### src/rtl/cmp_ctrl_pkg.sv
package cmp_ctrl_pkg;
    localparam int REG_W    = 8;
    localparam int SYNC_LEN = 2;

    localparam int BIT_OFF  = 7;
    localparam int BIT_REF  = 6;
    localparam int BIT_STAT = 5;
    localparam int BIT_FLAG = 4;
    localparam int BIT_IE   = 3;
    localparam int BIT_CAP  = 2;
    localparam int BIT_AUX_MUX = 0;

    typedef enum logic [1:0] {
        EDGE_ANY  = 2'b00,
        EDGE_NONE = 2'b01,
        EDGE_FALL = 2'b10,
        EDGE_RISE = 2'b11
    } edge_mode_e;

    typedef struct packed {
        logic       off;
        logic       ref_sel;
        logic       flag;
        logic       ie;
        logic       cap_en;
        edge_mode_e mode;
        logic       mux_en;
    } ctrl_regs_t;
endpackage

### src/rtl/cmp_sync.sv
module cmp_sync #(
    parameter int STAGES = 2
) (
    input  logic clk,
    input  logic rst_n,
    input  logic clr,
    input  logic din,
    output logic dout
);
    logic [STAGES-1:0] sync_d, sync_q;

    always_comb begin
        if (clr) sync_d = '0;
        else     sync_d = {sync_q[STAGES-2:0], din};
    end

    always_ff @(posedge clk) begin
        if (!rst_n) sync_q <= '0;
        else        sync_q <= sync_d;
    end

    assign dout = sync_q[STAGES-1];
endmodule

### src/rtl/cmp_edge.sv
module cmp_edge
    import cmp_ctrl_pkg::*;
(
    input  logic       clk,
    input  logic       rst_n,
    input  logic       level,
    input  logic       enable,
    input  edge_mode_e mode,
    output logic       hit
);
    logic prev_d, prev_q;
    logic rise, fall;

    always_comb begin
        prev_d = enable ? level : 1'b0;
        rise   = level & ~prev_q;
        fall   = ~level & prev_q;
        unique case (mode)
            EDGE_ANY:  hit = rise | fall;
            EDGE_FALL: hit = fall;
            EDGE_RISE: hit = rise;
            default:   hit = 1'b0;
        endcase
        if (!enable) hit = 1'b0;
    end

    always_ff @(posedge clk) begin
        if (!rst_n) prev_q <= 1'b0;
        else        prev_q <= prev_d;
    end

    AST_NONE_MODE_QUIET: assert property (@(posedge clk) disable iff (!rst_n)
        (mode == EDGE_NONE) |-> !hit);
endmodule

### src/rtl/cmp_ctrl_top.sv
module cmp_ctrl_top
    import cmp_ctrl_pkg::*;
(
    input  logic             clk,
    input  logic             rst_n,
    input  logic             reg_addr,
    input  logic             reg_we,
    input  logic [REG_W-1:0] reg_wdata,
    output logic [REG_W-1:0] reg_rdata,
    input  logic             cmp_raw,
    input  logic             adc_on,
    input  logic             irq_ack,
    output logic             cmp_off,
    output logic             ref_sel,
    output logic             neg_from_mux,
    output logic             irq,
    output logic             cap_trig
);
    ctrl_regs_t regs_d, regs_q;
    logic       status;
    logic       hit;
    logic       wr_main, wr_aux;

    cmp_sync #(.STAGES(SYNC_LEN)) sync_i (
        .clk  (clk),
        .rst_n(rst_n),
        .clr  (regs_q.off),
        .din  (cmp_raw),
        .dout (status)
    );

    cmp_edge edge_i (
        .clk   (clk),
        .rst_n (rst_n),
        .level (status),
        .enable(~regs_q.off),
        .mode  (regs_q.mode),
        .hit   (hit)
    );

    always_comb begin
        wr_main = reg_we & ~reg_addr;
        wr_aux  = reg_we &  reg_addr;
        regs_d  = regs_q;
        if (wr_main) begin
            regs_d.off     = reg_wdata[BIT_OFF];
            regs_d.ref_sel = reg_wdata[BIT_REF];
            regs_d.ie      = reg_wdata[BIT_IE];
            regs_d.cap_en  = reg_wdata[BIT_CAP];
            regs_d.mode    = edge_mode_e'(reg_wdata[1:0]);
            if (reg_wdata[BIT_FLAG]) regs_d.flag = 1'b0;
        end
        if (wr_aux) regs_d.mux_en = reg_wdata[BIT_AUX_MUX];
        if (irq_ack) regs_d.flag = 1'b0;
        if (hit)     regs_d.flag = 1'b1;
    end

    always_ff @(posedge clk) begin
        if (!rst_n) regs_q <= '0;
        else        regs_q <= regs_d;
    end

    always_comb begin
        if (reg_addr) begin
            reg_rdata = '0;
            reg_rdata[BIT_AUX_MUX] = regs_q.mux_en;
        end else begin
            reg_rdata = {regs_q.off, regs_q.ref_sel, status, regs_q.flag,
                         regs_q.ie, regs_q.cap_en, regs_q.mode};
        end
    end

    assign cmp_off      = regs_q.off;
    assign ref_sel      = regs_q.ref_sel;
    assign neg_from_mux = regs_q.mux_en & ~adc_on;
    assign irq          = regs_q.flag & regs_q.ie;
    assign cap_trig     = regs_q.cap_en & status;

    AST_OFF_STATUS_LOW: assert property (@(posedge clk) disable iff (!rst_n)
        regs_q.off |=> !status);
    AST_EDGE_SETS_FLAG: assert property (@(posedge clk) disable iff (!rst_n)
        hit |=> regs_q.flag);
    AST_ACK_CLEARS: assert property (@(posedge clk) disable iff (!rst_n)
        (irq_ack && !hit) |=> !regs_q.flag);
    AST_RISE_FLAGGED: assert property (@(posedge clk) disable iff (!rst_n)
        ($rose(status) && regs_q.mode == EDGE_RISE && !regs_q.off) |=> regs_q.flag);
    AST_FLAG_NO_SELF_SET: assert property (@(posedge clk) disable iff (!rst_n)
        (!regs_q.flag && !hit) |=> !regs_q.flag);
endmodule

### config.mk
export PLATFORM = sky130hd
export DESIGN_NAME = cmp_ctrl_top
export DESIGN_NICKNAME = d
export VERILOG_FILES = /design/src/rtl/cmp_ctrl_pkg.sv /design/src/rtl/cmp_sync.sv /design/src/rtl/cmp_edge.sv /design/src/rtl/cmp_ctrl_top.sv
export SDC_FILE = /design/constraint.sdc
export NUM_CORES = 1
export LEC_CHECK = 0
export BUFFER_PORTS_ARGS = -buffer_cell sky130_fd_sc_hd__buf_2
export CORE_MARGIN = 3
export CORE_UTILIZATION = 30
export CTS_BUF_LIST = sky130_fd_sc_hd__clkbuf_4 sky130_fd_sc_hd__clkbuf_8 sky130_fd_sc_hd__clkbuf_16
export DETAILED_ROUTE_END_ITERATION = 8
export GPL_TIMING_DRIVEN = 0
export HOLD_SLACK_MARGIN = 0.12
export PLACE_DENSITY_LB_ADDON = 0.05
export SETUP_SLACK_MARGIN = 0.05
export SLEW_MARGIN = 20
export SYNTH_ARGS = -nofsm -noshare
export SYNTH_HDL_FRONTEND = slang
export SYNTH_SLANG_ARGS = --single-unit
### constraint.sdc
create_clock -name clk -period 1.1 [get_ports clk]
set_clock_uncertainty 0.2 [all_clocks]
set_input_delay 0.055 -clock clk [delete_from_list [all_inputs] [get_ports clk]]
set_output_delay 0.055 -clock clk [all_outputs]
set_load 0.02 [all_outputs]
After elaboration in Yosys (flattened, before gate mapping)
Cells that the tools add are included.

Eq/ne operators: 2. Muxes and demuxes: 7. Bitwise logic cells: 13. Reduce and logical (&&, ||, !) cells: 5.

Operators with widths (count): 8-bit 2-to-1 mux (1); 1-bit AND (7); 3-bit nonzero test (2); 5-bit 2-to-1 mux (1); 1-bit NOT (5); 2-bit equality test (second input constant) (2); 1-bit 2-to-1 mux (4); 1-bit case mux with 3 select lines (1); 2-bit logical NOT (1); 2-bit AND reduction (1); 2-bit OR reduction (1); 1-bit bitwise OR (1).

Register bits after elaboration: 11. Bits of input ports: 15. Word-level logic and storage cells: 36.

Logic depth before layout (Yosys ltp)
Depth in word-level cells: 7. Gate-level depth with buffers: 5.

Modules after synthesis
A second synthesis with hierarchy kept.

Cells, all modules: 62. Area, all modules: 530.5 um^2.

Modules (own cells, without submodules): cmp_ctrl_top (times used 1, cells each 48, area each 385.4 um^2); cmp_edge (times used 1, cells each 10, area each 87.6 um^2); cmp_sync (times used 1, cells each 4, area each 57.6 um^2).

Worst setup path before layout
Ideal clock, no wire load.

Path kind: register to register. From: register sync_i.sync_q[1]. To: register regs_q[5]. Setup time: 0.116 ns. Arrival: 0.908 ns. Required time: 0.784 ns. Slack: -0.123 ns. Cell stages (with the launch flop): 6. Period minus slack after synthesis: 1.223 ns. Path through: dfxtp_1 > inv_1 > ha_1 > mux2i_1 > nand2_1 > a31o_1.

Longest elaborated chain between the ends: 7.

Ends and longest elaborated chain: start, declared (RTL line cmp_sync.sv:10) `logic [STAGES-1:0] sync_d, sync_q;`; start signal, assigned (RTL line cmp_sync.sv:19) `else sync_q <= sync_d;`; 1-bit NOT (RTL line cmp_edge.sv:17) `fall = ~level & prev_q;`; 1-bit AND (RTL line cmp_edge.sv:17); 1-bit bitwise OR (RTL line cmp_edge.sv:19) `EDGE_ANY: hit = rise | fall;`; 1-bit case mux with 3 select lines * (RTL line cmp_edge.sv:18) `unique case (mode)`; 1-bit 2-to-1 mux * (RTL line cmp_edge.sv:24) `if (!enable) hit = 1'b0;`; 3-bit nonzero test (no line); 2-bit AND reduction (no line); end signal, assigned (RTL line cmp_ctrl_top.sv:60) `else regs_q <= regs_d;`; end, declared (RTL line cmp_ctrl_top.sv:19) `ctrl_regs_t regs_d, regs_q;`.

Every way passes the cells marked *; elsewhere a longest branch is shown, timed or not. A chain may end at the register's enable or synchronous reset.

Worst setup path in the final report
Same ends and word-level chain as after synthesis.

==> results_dict.tcl <==
set metrics [dict create \
    syn_area_sq_um 546 \
    pwr-share-seq_pct 46.4 \
    cts_hold_repair.buffers 10 \
    synth_fa_ha_area_share_pct 4.59 \
    netlist.area_leader.share_pct 40.4 \
    hold_start "rst_n" \
    grt_pass1_vias 524 \
    peakVddDrop_mv 0.812 \
    cts.clk_slew.worst_paths_ns 0.06 \
    cp-start-kind "flip-flop" \
    h-tree-depth 1 \
    fillerInstances 146 \
    leakagePower_nw 0.427 \
    clockRootBuffer "clkbuf_4" \
    fin_crit_sh_pct 112 \
    via_per_inst 4.25 \
    syn_avg_cell_area_sq_um 9.92 \
    grt_pass1_wl_mm 2.26 \
    cp-end-kind "flip-flop" \
    crit_arrival_ns 1.20 \
    timing.hold.ws_ns -0.0945 \
    syn-instance-count 55 \
    synth-compound-area-share_pct 6.65 \
    power.share.clock_pct 31.0 \
    min_to "cmp_off$_SDFFE_PN0P_" \
    r2r.worst_path.cells 5 \
    reg2reg_from "sync_i.sync_q[1]$_SDFF_PP0_" \
    cts_buffers 3 \
    p_int_mw 0.707 \
    firstDrtPassIters 4 \
    synthArstFlopShare_pct 0 \
    antenna_found_initial 0 \
    ant_nets 0 \
    start_util_pct 33.9 \
    drv_cap 0 \
    grt_remaining_overflow 0 \
    layout.nets 116 \
    synthXorXnorAreaFrac_pct 0 \
    drt_iter0_drc 2 \
    syn_nets 72 \
    synth_top_family_by_area "simple AND/OR/NAND/NOR gates" \
    muxShareOfSynthArea_pct 14.9 \
    synth_warnings 0 \
    sw_frac_of_total_pct 24.0 \
    violations "hold timing, setup timing" \
    clock.fmax_mhz 808 \
    wire_per_inst_microns 10.9 \
    cts_buffer_depth 2 \
    dp_hpwl_microns 898 \
    required_ns 1.06 \
    rsz0062_at_grt "yes" \
    portBuffers 26 \
    p_per_area_nw_per_um2 934 \
    layout.cells.non_filler 122 \
    ios 28 \
    rrSetupSlack_ns -0.14 \
    coreArea_sq_um 1610 \
    clk_latency_ns 0.26 \
    min_period_ns 1.24 \
    place.gp.congestion 0.678 \
    hold_path_class "primary input to flip-flop" \
    dieHeight_microns 48.6 \
    p_sw_mw 0.224 \
    power.total_mw 0.931 \
    p_comb_share_pct 22.5 \
    synth_commonest_cells "14 x nor2b_1, 11 x dfxtp_1, 7 x mux2i_1" \
    path_class "flip-flop to flip-flop" \
    layout.area.seq_sq_um 236 \
    dp_cells 105 \
    synth_edf_count 0 \
    synth_top_cell_by_area "dfxtp_1" \
    synthDistinctLibCells 17 \
    cts_tree "done" \
    hold_viol 7 \
    worst_pin_slew_ns 0.210 \
    drive_gt1_share_pct 58.2 \
    stdcell_area_sq_um 997 \
    ys.flop_type "dfxtp_1" \
    yosys-top-cells-area "dfxtp_1 40%, nor2b_1 16%, mux2i_1 13%, and2_1 5.7%, ha_1 4.6%" \
    slew_headroom_pct 86.0 \
    fin_setup_tns_ns -0.539 \
    reg2reg_to "regs_q[5]$_SDFFE_PN0P_" \
    fp.dieArea_sq_um 2370 \
    whs_path_depth 2 \
    drc 0 \
    grt_max_degree 11 \
    vias 519 \
    status "complete, but fails checks" \
    area_delta_synth_final_pct 82.8 \
    multi_input_area_sq_um 355 \
    totalWireLength_mm 1.33 \
    synth.most_common_cell "nor2b_1" \
    ys_seq_area_share_pct 40.4 \
    grt.total_usage_pct 12.3 \
    rows 14 \
    cts_sinks 11 \
    place_area_sq_um 713 \
    pre_cts_ws_ns -0.149 \
    die_w_microns 48.6 \
    diodes 0 \
    slew_violations 0 \
    setup_slack_ns -0.137 \
    synthSimpleGateAreaFrac_pct 28.7 \
    ys_ff_latch 11 \
    finalSetupViolations 11 \
    crit_fanout 4 \
]
## worst max path at each step
stage                             endpoint                         from  slack, ns
finish              regs_q[5]$_SDFFE_PN0P_  sync_i.sync_q[1]$_SDFF_PP0_      -0.14
global route        regs_q[5]$_SDFFE_PN0P_  sync_i.sync_q[1]$_SDFF_PP0_      -0.20
CTS                 regs_q[5]$_SDFFE_PN0P_  sync_i.sync_q[1]$_SDFF_PP0_      -0.15
detailed placement  regs_q[5]$_SDFFE_PN0P_  sync_i.sync_q[1]$_SDFF_PP0_      -0.15
global placement    regs_q[5]$_SDFFE_PN0P_  sync_i.sync_q[1]$_SDFF_PP0_      -0.14
floorplan           regs_q[5]$_SDFFE_PN0P_     edge_i.prev_q$_SDFF_PP0_      -0.08
## logic make-up (layout without fill, tap and decap cells)
group                      after synthesis  count (layout)
and+or+nand+nor                         26              26
buffers and inverters                    4              47
muxes                                    8               8
DFF                                     11              11
AOI/OAI and AO/OA                        4               4
adders and majority gates                2               2
## layout by cell type (no fill, tap or decap)
cell type,netlist,routed
buf_2,0,13
and2_1,5,5
inv_2,0,1
nor2b_2,0,1
nand2_1,4,4
nor2b_1,14,7
a21boi_1,0,1
buf_6,1,10
nor2b_4,1,7
mux2i_1,7,7
dfxtp_2,0,7
dfxtp_4,0,2
a31o_1,1,1
ha_2,0,2
clkbuf_4,0,4
nor2_1,1,1
dlygate4sd3_1,0,10
inv_1,2,1
dfxtp_1,11,2
mux2_4,0,1
nand3_1,1,1
buf_4,1,8
a211oi_2,1,1
o21bai_1,1,1
## power by group through the flow
stage | registers (mW) | logic (mW) | clock network [mW]
floorplan | 0.443 | 0.0850 | 0
global placement | 0.442 | 0.140 | 0
detailed placement | 0.443 | 0.142 | 0
CTS | 0.434 | 0.195 | 0.300
global route | 0.435 | 0.230 | 0.326
finish | 0.432 | 0.210 | 0.289
## metrics by stage
stage	util (%)	hold WS (ns)
floorplan	-	-0.0233
global placement	44.3	0.0571
detailed placement	44.3	0.0586
CTS	58.1	-0.0986
global route	61.9	-0.0934
finish	61.9	-0.0945
## worst max-delay path, stage by stage (launching register included)
cell,delay (ns)
dfxtp_4,0.36
inv_2,0.04
ha_2,0.15
mux2i_1,0.12
nand2_1,0.07
a31o_1,0.19
## layout make-up
cell class	count	area share, %
flip-flops and latches	11	23.7
repair buffers	39	32.0
inverters	2	0.753
plain buffers	2	1.88
multi-input cells	40	35.6
clock buffers	4	3.01
well taps	24	3.01
## sequential cells by signal, indices dropped and copies added (netlist names)
register       cells
regs_q             6
sync_i.sync_q      2
cmp_off            1
edge_i.prev_q      1
ref_sel            1
## routing by layer
metal	part of all wire [%]	track usage, %	up-vias
li1	-	-	263
met1	43	13.7	234
met2	49	20.8	20
met3	7.0	4.29	2
met4	0.90	5.69	0
met5	0	0	-
## repair_timing
action,CTS,global route
gates resized for setup,27,18
setup endpoints to repair,13,19
setup buffers,3,0
pin swaps,1,2
endpoints found under the hold margin,10,8
(Power assumes the default switching activity.)
